[src/rtl/vctl_pkg.sv]
package vctl_pkg;

   typedef enum logic [1:0] {
      TGT_PAT   = 2'd0,
      TGT_COL   = 2'd1,
      TGT_VSC   = 2'd2,
      TGT_NONE  = 2'd3
   } tgt_e;

   typedef enum logic [1:0] {
      DK_MEM  = 2'd0,
      DK_FILL = 2'd1,
      DK_COPY = 2'd2,
      DK_RSVD = 2'd3
   } dkind_e;

   typedef struct packed {
      logic valid;
      logic wr;
      tgt_e tgt;
   } acc_t;

   // register numbers decoded by software
   localparam int RIX_MODE2   = 1;
   localparam int RIX_STEP    = 15;
   localparam int RIX_LEN_LO  = 19;
   localparam int RIX_LEN_HI  = 20;
   localparam int RIX_SRC_LO  = 21;
   localparam int RIX_SRC_MID = 22;
   localparam int RIX_SRC_HI  = 23;
   localparam int RIX_MIN_CNT = 24;

   function automatic acc_t decode_code(logic [3:0] c);
      acc_t a;
      a = '{valid: 1'b1, wr: 1'b0, tgt: TGT_NONE};
      case (c)
         4'h1: begin a.wr = 1'b1; a.tgt = TGT_PAT; end
         4'h0: begin a.wr = 1'b0; a.tgt = TGT_PAT; end
         4'h3: begin a.wr = 1'b1; a.tgt = TGT_COL; end
         4'h8: begin a.wr = 1'b0; a.tgt = TGT_COL; end
         4'h5: begin a.wr = 1'b1; a.tgt = TGT_VSC; end
         4'h4: begin a.wr = 1'b0; a.tgt = TGT_VSC; end
         default: a.valid = 1'b0;
      endcase
      return a;
   endfunction

endpackage

[src/rtl/vctl_regs.sv]
module vctl_regs
   import vctl_pkg::*;
#(
   parameter int NUM_REGS = 24,
   parameter int RW       = 8,
   localparam int IW      = 5
) (
   input  logic          clk,
   input  logic          rst_n,
   input  logic          we,
   input  logic [IW-1:0] idx,
   input  logic [RW-1:0] val,
   output logic          xfer_en,
   output logic [RW-1:0] step,
   output logic [15:0]   xfer_len,
   output logic [21:0]   xfer_src,
   output logic [1:0]    xfer_mode
);

   initial begin : chk_params
      assert (NUM_REGS >= RIX_MIN_CNT && NUM_REGS <= 32 && RW == 8)
         else $error("vctl_regs: bad NUM_REGS/RW");
   end

   logic [RW-1:0] reg_q [NUM_REGS];

   always_ff @(posedge clk) begin
      for (int i = 0; i < NUM_REGS; i++) begin
         if (!rst_n)
            reg_q[i] <= '0;
         else if (we && idx == IW'(i))
            reg_q[i] <= val;
      end
   end

   assign xfer_en   = reg_q[RIX_MODE2][4];
   assign step      = reg_q[RIX_STEP];
   assign xfer_len  = {reg_q[RIX_LEN_HI], reg_q[RIX_LEN_LO]};
   assign xfer_src  = {reg_q[RIX_SRC_HI][5:0], reg_q[RIX_SRC_MID], reg_q[RIX_SRC_LO]};
   assign xfer_mode = reg_q[RIX_SRC_HI][7:6];

   // a write to the step register is visible on the next cycle
   p_step_load_r1: assert property (@(posedge clk) disable iff (!rst_n)
      (we && idx == IW'(RIX_STEP)) |=> (step == $past(val)));

endmodule

[src/rtl/vctl_cmd.sv]
module vctl_cmd
   import vctl_pkg::*;
#(
   parameter int AW = 16,
   parameter int CW = 6
) (
   input  logic          clk,
   input  logic          rst_n,
   input  logic          ctl_wr,
   input  logic [15:0]   ctl_wdata,
   input  logic          dat_wr,
   input  logic [15:0]   dat_wlo,
   input  logic          dp_busy,
   input  logic          adv,
   input  logic [7:0]    step,
   input  logic          xfer_en,
   input  logic [1:0]    xfer_mode,
   input  logic [15:0]   xfer_len,
   input  logic [21:0]   xfer_src,
   output logic          reg_we,
   output logic [4:0]    reg_idx,
   output logic [7:0]    reg_val,
   output logic [AW-1:0] addr_q,
   output logic [CW-1:0] code_q,
   output logic          armed_q,
   output logic          dma_req,
   output dkind_e        dma_kind,
   output logic [AW-1:0] dma_dst,
   output logic [CW-1:0] dma_code,
   output logic [15:0]   dma_len,
   output logic [21:0]   dma_src,
   output logic [15:0]   dma_fill
);

   initial begin : chk_params
      assert (AW == 16 && CW == 6) else $error("vctl_cmd: AW/CW fixed by word format");
   end

   logic          pend_q;
   logic          is_reg, first, second, xfer_go, fill_go;
   logic [AW-1:0] nxt_addr;
   logic [CW-1:0] nxt_code;

   always_comb begin
      is_reg   = ctl_wr && !pend_q && (ctl_wdata[15:13] == 3'b100);
      first    = ctl_wr && !pend_q && !is_reg;
      second   = ctl_wr && pend_q;
      nxt_addr = addr_q | {ctl_wdata[1:0], 14'b0};
      nxt_code = code_q | {ctl_wdata[7:4], 2'b0};
      xfer_go  = second && xfer_en && (nxt_code[5:4] != 2'b00);
      fill_go  = dat_wr && armed_q && !dp_busy;
   end

   assign reg_we  = is_reg;
   assign reg_idx = ctl_wdata[12:8];
   assign reg_val = ctl_wdata[7:0];

   always_ff @(posedge clk) begin
      if (!rst_n) begin
         pend_q  <= 1'b0;
         addr_q  <= '0;
         code_q  <= '0;
         armed_q <= 1'b0;
      end else begin
         if (first) begin
            addr_q <= {2'b00, ctl_wdata[13:0]};
            code_q <= {4'b0000, ctl_wdata[15:14]};
            pend_q <= 1'b1;
         end else if (second) begin
            addr_q <= nxt_addr;
            code_q <= nxt_code;
            pend_q <= 1'b0;
         end else if (adv) begin
            addr_q <= addr_q + AW'(step);
         end
         if (xfer_go && xfer_mode == 2'd2)
            armed_q <= 1'b1;
         else if (fill_go)
            armed_q <= 1'b0;
      end
   end

   always_ff @(posedge clk) begin
      if (!rst_n) begin
         dma_req  <= 1'b0;
         dma_kind <= DK_MEM;
         dma_dst  <= '0;
         dma_code <= '0;
         dma_len  <= '0;
         dma_src  <= '0;
         dma_fill <= '0;
      end else begin
         dma_req <= (xfer_go && xfer_mode != 2'd2) || fill_go;
         if (fill_go) begin
            dma_kind <= DK_FILL;
            dma_dst  <= addr_q;
            dma_code <= code_q;
            dma_fill <= dat_wlo;
            dma_len  <= xfer_len;
            dma_src  <= xfer_src;
         end else if (xfer_go) begin
            dma_kind <= (xfer_mode == 2'd3) ? DK_COPY : DK_MEM;
            dma_dst  <= nxt_addr;
            dma_code <= nxt_code;
            dma_len  <= xfer_len;
            dma_src  <= xfer_src;
         end
      end
   end

   // a second word always closes the command
   p_second_clears_r3: assert property (@(posedge clk) disable iff (!rst_n)
      (ctl_wr && pend_q) |=> !pend_q);

   // no request when transfers are disabled
   p_gate_off_r4: assert property (@(posedge clk) disable iff (!rst_n)
      (ctl_wr && pend_q && !xfer_en && !fill_go) |=> !dma_req);

   // a fill request consumes the arming
   p_fill_once_r5: assert property (@(posedge clk) disable iff (!rst_n)
      (dma_req && dma_kind == DK_FILL) |-> !armed_q);

   // the request is a single-cycle pulse unless a fill follows
   p_req_pulse_r4: assert property (@(posedge clk) disable iff (!rst_n)
      (dma_req && !ctl_wr && !dat_wr) |=> !dma_req);

endmodule

[src/rtl/vctl_dport.sv]
module vctl_dport
   import vctl_pkg::*;
#(
   parameter int AW          = 16,
   parameter int PAT_BYTES   = 65536,
   parameter int COL_BYTES   = 128,
   parameter int VSC_BYTES   = 80
) (
   input  logic          clk,
   input  logic          rst_n,
   input  logic          dat_wr,
   input  logic          dat_rd,
   input  logic          dat_wide,
   input  logic [31:0]   dat_wdata,
   input  logic [3:0]    code_lo,
   input  logic [AW-1:0] addr,
   input  logic          fill_armed,
   input  logic [15:0]   mem_rdata,
   output logic          adv,
   output logic          busy_q,
   output logic          mem_we,
   output logic          mem_re,
   output tgt_e          mem_sel,
   output logic [AW-1:0] mem_addr,
   output logic [15:0]   mem_wdata,
   output logic [31:0]   dat_rdata,
   output logic          dat_rvalid
);

   localparam int LW = AW + 1;

   initial begin : chk_params
      assert (PAT_BYTES <= (1 << AW) && COL_BYTES <= (1 << AW) && VSC_BYTES <= (1 << AW))
         else $error("vctl_dport: memory larger than address space");
   end

   function automatic logic [LW-1:0] lim_of(tgt_e t);
      case (t)
         TGT_PAT: return LW'(PAT_BYTES);
         TGT_COL: return LW'(COL_BYTES);
         TGT_VSC: return LW'(VSC_BYTES);
         default: return '0;
      endcase
   endfunction

   acc_t          acc;
   logic          start_wr, start_rd, issue, issue_wr, issue_rd, in_range;
   logic [AW-1:0] ea;
   logic          op_wr_q;
   logic [15:0]   lo_q, hi_q, beat_val;
   logic          rd_live_q, rd_ok_q, rd_last_q, rd_wide_q;

   always_comb begin
      acc      = decode_code(code_lo);
      start_wr = dat_wr && !busy_q && !fill_armed && acc.valid && acc.wr;
      start_rd = dat_rd && !dat_wr && !busy_q && acc.valid && !acc.wr;
      issue_wr = start_wr || (busy_q && op_wr_q);
      issue_rd = start_rd || (busy_q && !op_wr_q);
      issue    = issue_wr || issue_rd;
      ea       = {addr[AW-1:1], 1'b0};
      in_range = {1'b0, ea} < lim_of(acc.tgt);
      beat_val = rd_ok_q ? mem_rdata : 16'h0000;
   end

   assign adv = issue;

   always_ff @(posedge clk) begin
      if (!rst_n) begin
         busy_q    <= 1'b0;
         op_wr_q   <= 1'b0;
         lo_q      <= '0;
         mem_we    <= 1'b0;
         mem_re    <= 1'b0;
         mem_sel   <= TGT_PAT;
         mem_addr  <= '0;
         mem_wdata <= '0;
      end else begin
         busy_q <= (start_wr || start_rd) && dat_wide;
         if (start_wr) begin
            op_wr_q <= 1'b1;
            lo_q    <= dat_wdata[15:0];
         end else if (start_rd) begin
            op_wr_q <= 1'b0;
         end
         mem_we   <= issue_wr && in_range;
         mem_re   <= issue_rd && in_range;
         if (issue) begin
            mem_sel   <= acc.tgt;
            mem_addr  <= ea;
            mem_wdata <= busy_q ? lo_q : (dat_wide ? dat_wdata[31:16] : dat_wdata[15:0]);
         end
      end
   end

   always_ff @(posedge clk) begin
      if (!rst_n) begin
         rd_live_q  <= 1'b0;
         rd_ok_q    <= 1'b0;
         rd_last_q  <= 1'b0;
         rd_wide_q  <= 1'b0;
         hi_q       <= '0;
         dat_rdata  <= '0;
         dat_rvalid <= 1'b0;
      end else begin
         rd_live_q <= issue_rd;
         rd_ok_q   <= issue_rd && in_range;
         rd_last_q <= issue_rd && !(start_rd && dat_wide);
         rd_wide_q <= busy_q ? 1'b1 : dat_wide;
         dat_rvalid <= rd_live_q && rd_last_q;
         if (rd_live_q && !rd_last_q)
            hi_q <= beat_val;
         if (rd_live_q && rd_last_q)
            dat_rdata <= rd_wide_q ? {hi_q, beat_val} : {16'h0000, beat_val};
      end
   end

   // every beat uses an even address
   p_even_addr_r6: assert property (@(posedge clk) disable iff (!rst_n)
      (mem_we || mem_re) |-> !mem_addr[0]);

   // the second beat follows immediately
   p_busy_single_r8: assert property (@(posedge clk) disable iff (!rst_n)
      busy_q |=> !busy_q);

   // no strobe beyond the selected memory
   p_in_range_r9: assert property (@(posedge clk) disable iff (!rst_n)
      (mem_we || mem_re) |-> ({1'b0, mem_addr} < lim_of(mem_sel)));

   // never both strobes at once
   p_one_strobe_r6: assert property (@(posedge clk) disable iff (!rst_n)
      $onehot0({mem_we, mem_re}));

endmodule

[src/rtl/vctl_port.sv]
module vctl_port
   import vctl_pkg::*;
#(
   parameter int NUM_REGS  = 24,
   parameter int PAT_BYTES = 65536,
   parameter int COL_BYTES = 128,
   parameter int VSC_BYTES = 80,
   parameter int SFW       = 10
) (
   input  logic           clk,
   input  logic           rst_n,
   input  logic           ctl_wr,
   input  logic           ctl_rd,
   input  logic [15:0]    ctl_wdata,
   output logic [15:0]    ctl_rdata,
   input  logic [SFW-1:0] stat_flags,
   input  logic           dat_wr,
   input  logic           dat_rd,
   input  logic           dat_wide,
   input  logic [31:0]    dat_wdata,
   output logic [31:0]    dat_rdata,
   output logic           dat_rvalid,
   output logic           port_busy,
   output logic           mem_we,
   output logic           mem_re,
   output logic [1:0]     mem_sel,
   output logic [15:0]    mem_addr,
   output logic [15:0]    mem_wdata,
   input  logic [15:0]    mem_rdata,
   output logic           dma_req,
   output logic [1:0]     dma_kind,
   output logic [15:0]    dma_dst,
   output logic [5:0]     dma_code,
   output logic [15:0]    dma_len,
   output logic [21:0]    dma_src,
   output logic [15:0]    dma_fill
);

   localparam int AW = 16;
   localparam int CW = 6;

   initial begin : chk_params
      assert (SFW == 10) else $error("vctl_port: status word carries ten flags");
   end

   logic          reg_we, xfer_en, adv, armed;
   logic [4:0]    reg_idx;
   logic [7:0]    reg_val, step;
   logic [1:0]    xfer_mode;
   logic [15:0]   xfer_len;
   logic [21:0]   xfer_src;
   logic [AW-1:0] addr;
   logic [CW-1:0] code;
   dkind_e        kind;
   tgt_e          sel;

   vctl_regs #(.NUM_REGS(NUM_REGS)) u_regs (
      .clk, .rst_n,
      .we(reg_we), .idx(reg_idx), .val(reg_val),
      .xfer_en, .step, .xfer_len, .xfer_src, .xfer_mode
   );

   vctl_cmd #(.AW(AW), .CW(CW)) u_cmd (
      .clk, .rst_n, .ctl_wr, .ctl_wdata,
      .dat_wr, .dat_wlo(dat_wdata[15:0]), .dp_busy(port_busy), .adv, .step,
      .xfer_en, .xfer_mode, .xfer_len, .xfer_src,
      .reg_we, .reg_idx, .reg_val,
      .addr_q(addr), .code_q(code), .armed_q(armed),
      .dma_req, .dma_kind(kind), .dma_dst, .dma_code, .dma_len, .dma_src, .dma_fill
   );

   vctl_dport #(.AW(AW), .PAT_BYTES(PAT_BYTES), .COL_BYTES(COL_BYTES),
                .VSC_BYTES(VSC_BYTES)) u_dport (
      .clk, .rst_n, .dat_wr, .dat_rd, .dat_wide, .dat_wdata,
      .code_lo(code[3:0]), .addr, .fill_armed(armed), .mem_rdata,
      .adv, .busy_q(port_busy), .mem_we, .mem_re, .mem_sel(sel),
      .mem_addr, .mem_wdata, .dat_rdata, .dat_rvalid
   );

   assign dma_kind = kind;
   assign mem_sel  = sel;

   always_ff @(posedge clk) begin
      if (!rst_n)
         ctl_rdata <= '0;
      else if (ctl_rd)
         ctl_rdata <= {{(16-SFW){1'b0}}, stat_flags};
   end

   // status read captures the flags of the read cycle
   p_status_r11: assert property (@(posedge clk) disable iff (!rst_n)
      ctl_rd |=> (ctl_rdata == {6'b0, $past(stat_flags)}));

   // a write against a read code never strobes memory
   p_dir_guard_r10: assert property (@(posedge clk) disable iff (!rst_n)
      (dat_wr && !port_busy && !armed && !code[0]) |=> !mem_we);

endmodule

[config.mk]
export PLATFORM = sky130hd
export DESIGN_NAME = vctl_port
export DESIGN_NICKNAME = d
export VERILOG_FILES = /design/src/rtl/vctl_pkg.sv /design/src/rtl/vctl_regs.sv /design/src/rtl/vctl_cmd.sv /design/src/rtl/vctl_dport.sv /design/src/rtl/vctl_port.sv
export SDC_FILE = /design/constraint.sdc
export NUM_CORES = 1
export LEC_CHECK = 0
export BUFFER_PORTS_ARGS = -buffer_cell sky130_fd_sc_hd__buf_2
export CAP_MARGIN = 20
export CORE_MARGIN = 2
export CORE_UTILIZATION = 35
export DETAILED_ROUTE_END_ITERATION = 12
export GPL_TIMING_DRIVEN = 0
export PLACE_DENSITY = 0.59
export RECOVER_POWER = 25
export SETUP_SLACK_MARGIN = 0.2
export SLEW_MARGIN = 20
export SYNTH_ARGS = -nofsm -noshare
export SYNTH_HDL_FRONTEND = slang
export SYNTH_SLANG_ARGS = --single-unit
[constraint.sdc]
create_clock -name clk -period 3.1 [get_ports clk]
set_clock_uncertainty 0.2 [all_clocks]
set_input_delay 0.62 -clock clk [delete_from_list [all_inputs] [get_ports clk]]
set_output_delay 0.62 -clock clk [all_outputs]
set_load 0.05 [all_outputs]
==> flow_summary.ini <==
[run_status]
run_status = completed

[pwr]
seq_power_share_pct = 46.7
p_int_uw = 5871
power_frac_comb_pct = 11.3
p_leak_uw = 0.005169
switching_power_uw = 2126
clkPwrFrac_pct = 42.0
powerDensity_mw_per_mm2 = 607.6
p_sw_share_pct = 26.59
ir_worst_vdd_mv = 0.4049

[worst_setup_path]
cp_cell_sequence = ha_1 -> fa_1 -> a21oi_1 -> o21ai_1 -> a221oi_4 -> nor4_2 -> a211oi_1 -> a211oi_1
crit_top_cell = a211oi_1
cpLargestDelayFamily = compound AO/OA/AOI/OAI gates
cpMaxStageDelayCell = a221oi_4
reg2reg_slack_ns = 0.44
critPathMaxFanout = 7
reg2reg_to = u_cmd.addr_q[14]
reg2reg_from = u_regs.reg_q[15][0]
cp-start-kind = flip-flop
worstPathRequired_ns = 3.33
slowest_delay_ns = 0.49
critical_path_arrival_ns = 2.89
end_kind = flip-flop
crit_type = flip-flop to flip-flop
crit_buf_inv = 0
ff2ff_path_depth = 8

[clocking]
htree_levels = 1
clock_path_buffers = 3
root_buffer = clkbuf_16
cts_sinks = 267
cts_buffers = 30
clock_latency_ns = 0.55
clkSlewWorstSetupHoldPaths_ns = 0.06
ctsHoldBuffers = 0
cts_tree = built

[placement]
place_ws_ns = -0.2285
dpl-instance-area_mm2 = 0.01231
place_hpwl_mm = 23.73
io_buffers = 234
dp_cells = 1807
routabilityCongestion = 0.8854

[sta]
rsz0062_at_grt = no
slew_headroom_pct = 40.62
holdWs_ns = 0.1126
fin_ws_ns = 0.4366
slew_viol_final = 0
worst_slew_pin_slew_ns = 0.8907
finalCriticalPeriod_ns = 2.663
hold_violations = 0
post-route-period-util_pct = 85.92
report.final.setup_viol = 0
timing.fmax_mhz = 375.5

[synth]
synth-xor-area-share_pct = 0.4948
synth_seq_cells = 267
yosys.area_share.adder_pct = 1.366
synth_area_per_cell_um2 = 9.024
synth_edf_count = 49
synth_top_family_by_area = simple AND/OR/NAND/NOR gates
synth.area.mux_share_pct = 2.450
synth_ff_type = dfxtp_1
synthCells = 1177
ys_async_sr_fraction_pct = 0
synth-seq-area-share_pct = 54.94
synth_compound_area_share_pct = 15.74
synth_simple_gate_area_share_pct = 20.73
synth_cell_type_count = 64
synth_area_mm2 = 0.01062
yosys_warnings = 0

[layout]
fillers = 3052
multi_input_area_mm2 = 0.004368
utilization_pct = 44.17
regArea_mm2 = 0.005836
final_area_mm2 = 0.01316
drive_gt1_share_pct = 17.49
fin_nets = 1541
final-instance-count-excl-fill = 1860
areaGrowthSynthToFinish_pct = 23.91

[floorplan]
die_x_um = 178.2
core_mm2 = 0.02980
start_util_pct = 35.65
die_h_um = 178.2
rows = 63
dieArea_mm2 = 0.03176
ios = 246

[grt]
grt_pass1_wl_mm = 49.40
grt_start_max_net_pins = 15
first_global_vias = 8719
grt_antenna_before_repair = 2
grt.total_usage_pct = 19.99
gr-total-overflow = 0

[detailed_routing]
route.detailed.drc = 0
detail_route.iter0.violations = 602
wl_per_cell_um = 17.57
dr_total_vias = 9223
wirelength_mm = 32.69
first_pass_iters = 5
viasPerCell = 4.959
ant_nets = 0

[hold_path]
hp-start = stat_flags[0]
hold-path-cell-count = 3
hold_class = input pin to flip-flop
min_to = ctl_rdata[0]

[job]
drv_cap = 0
worst max path at each step:
| stage | to | depth (start not counted) | start | slack [ns] |
|---|---|---|---|---|
| 3_3_place_gp | u_regs.reg_q[19][5] | 5 | ctl_wdata[14] | -0.13 |
| 5_1_grt | u_cmd.addr_q[10] | 8 | u_regs.reg_q[15][0] | 0.23 |
| 3_5_place_dp | u_regs.reg_q[19][6] | 5 | ctl_wdata[14] | -0.23 |
| 4_1_cts | u_cmd.addr_q[14] | 8 | u_regs.reg_q[15][0] | 0.28 |
| 6_report | u_cmd.addr_q[14] | 8 | u_regs.reg_q[15][0] | 0.44 |
| 2_1_floorplan | u_regs.reg_q[19][0] | 4 | ctl_wdata[14] | 0.36 |
power by group through the flow:
| stage | clock (µW) | sequential (µW) | combinational (µW) |
|---|---|---|---|
| 6_report | 3360 | 3730 | 901 |
| 5_1_grt | 3570 | 3750 | 981 |
| 4_1_cts | 3430 | 3730 | 902 |
| 3_5_place_dp | 0 | 3810 | 899 |
| 3_3_place_gp | 0 | 3800 | 892 |
| 2_1_floorplan | 0 | 3940 | 449 |
cells in the final DEF, fill, tap and decap left out, drive strengths merged, types with 2 or more instances in the layout:
master	count
nand2b	6
a221oi	5
inv	11
a21o	5
a32oi	2
nor2	51
a311oi	3
and4	3
nand2	298
a211oi	5
ha	10
nor2b	5
o211ai	18
o21a	3
xnor2	3
a22oi	3
nand4	4
or4	3
a21oi	182
nand3	37
dfxtp	218
conb	7
a31oi	4
mux2i	26
xor2	3
or3	2
clkinv	7
edfxtp	49
o21ai	27
nor4	4
a22o	16
and2	51
buf	203
nor3	11
clkbuf	162
and3	4
or3b	3
per-layer routing:
layer	vias to the layer above	part of all wire [%]	global-route usage, %
met5	-	0.040	0
met4	2	2.7	6.436
met3	60	6.5	3.581
met2	291	45	31.82
met1	4295	46	27.54
li1	4575	-	-
cells by family after synthesis:
group | after synthesis
xor gates and xnor gates | 6
and+or+nand+nor | 486
adders and majority gates | 11
AOI/OAI and AO/OA | 283
buffers and inverters | 97
muxes | 26
DFF | 267
other | 1
what timing repair did:
| action | 4_1_cts | 5_1_grt |
|---|---|---|
| gates resized for setup | 1 | 2 |
| setup buffers | 0 | 0 |
| pin swaps | 0 | 1 |
| setup endpoints to repair | 8 | 4 |
synthesized netlist by cell type (3+ instances only):
cell / n / area share [%]
nand2_1: 298 / 11
dfxtp_1: 218 / 41
a21oi_1: 180 / 8.5
and2_1: 51 / 3.0
clkbuf_1: 51 / 1.8
nor2_1: 51 / 1.8
edfxtp_1: 49 / 14
nand3_1: 37 / 1.7
mux2i_1: 26 / 2.5
o21ai_0: 25 / 1.2
o211ai_1: 18 / 1.3
a22o_1: 16 / 1.3
buf_4: 15 / 1.1
buf_2: 12 / 0.57
ha_1: 10 / 1.2
inv_1: 10 / 0.35
nor3_1: 9 / 0.42
nand2b_1: 6 / 0.35
a211oi_1: 5 / 0.35
a21o_1: 5 / 0.35
buf_1: 5 / 0.18
a221oi_1: 4 / 0.33
a31oi_1: 4 / 0.24
and3_1: 4 / 0.24
nor2b_1: 4 / 0.24
a22oi_1: 3 / 0.21
a311oi_1: 3 / 0.25
nand4_1: 3 / 0.18
o21a_1: 3 / 0.21
or4_1: 3 / 0.21
xnor2_1: 3 / 0.25
xor2_1: 3 / 0.25
sequential cells by signal (all words and copies together) (netlist names), 6 cells and up:
signal	cells
u_cmd.dma_len	16
u_dport.dat_rdata	32
u_dport.mem_wdata	16
u_cmd.dma_src	22
u_dport.lo_q	16
u_cmd.addr_q	16
u_cmd.dma_code	6
u_cmd.code_q	6
u_cmd.dma_fill	16
ctl_rdata	10
u_dport.mem_addr	15
u_regs.reg_q	49
u_dport.hi_q	16
u_cmd.dma_dst	16
per-stage QoR:
stage               TNS, ns  total power (µW)
floorplan                 0              4387
global placement     -1.028              4697
detailed placement   -1.825              4704
CTS                       0              8065
global route              0              8295
finish                    0              7997
cell type report:
| cell class | count | area share [%] |
|---|---|---|
| sequential | 267 | 44.34 |
| multi-input combinational | 819 | 33.19 |
| timing repair buffer | 234 | 8.290 |
| clock buffer | 46 | 6.788 |
| tap | 390 | 3.708 |
| buffer | 85 | 3.071 |
| inverter | 12 | 0.3422 |
| clock inverter | 6 | 0.2567 |
| antenna | 1 | 0.01901 |
worst min-delay path: stages:
cell,delay (ns)
buf_2,0.07
mux2i_1,0.06
nor2_1,0.07
Power figures use the tool's default switching activity.
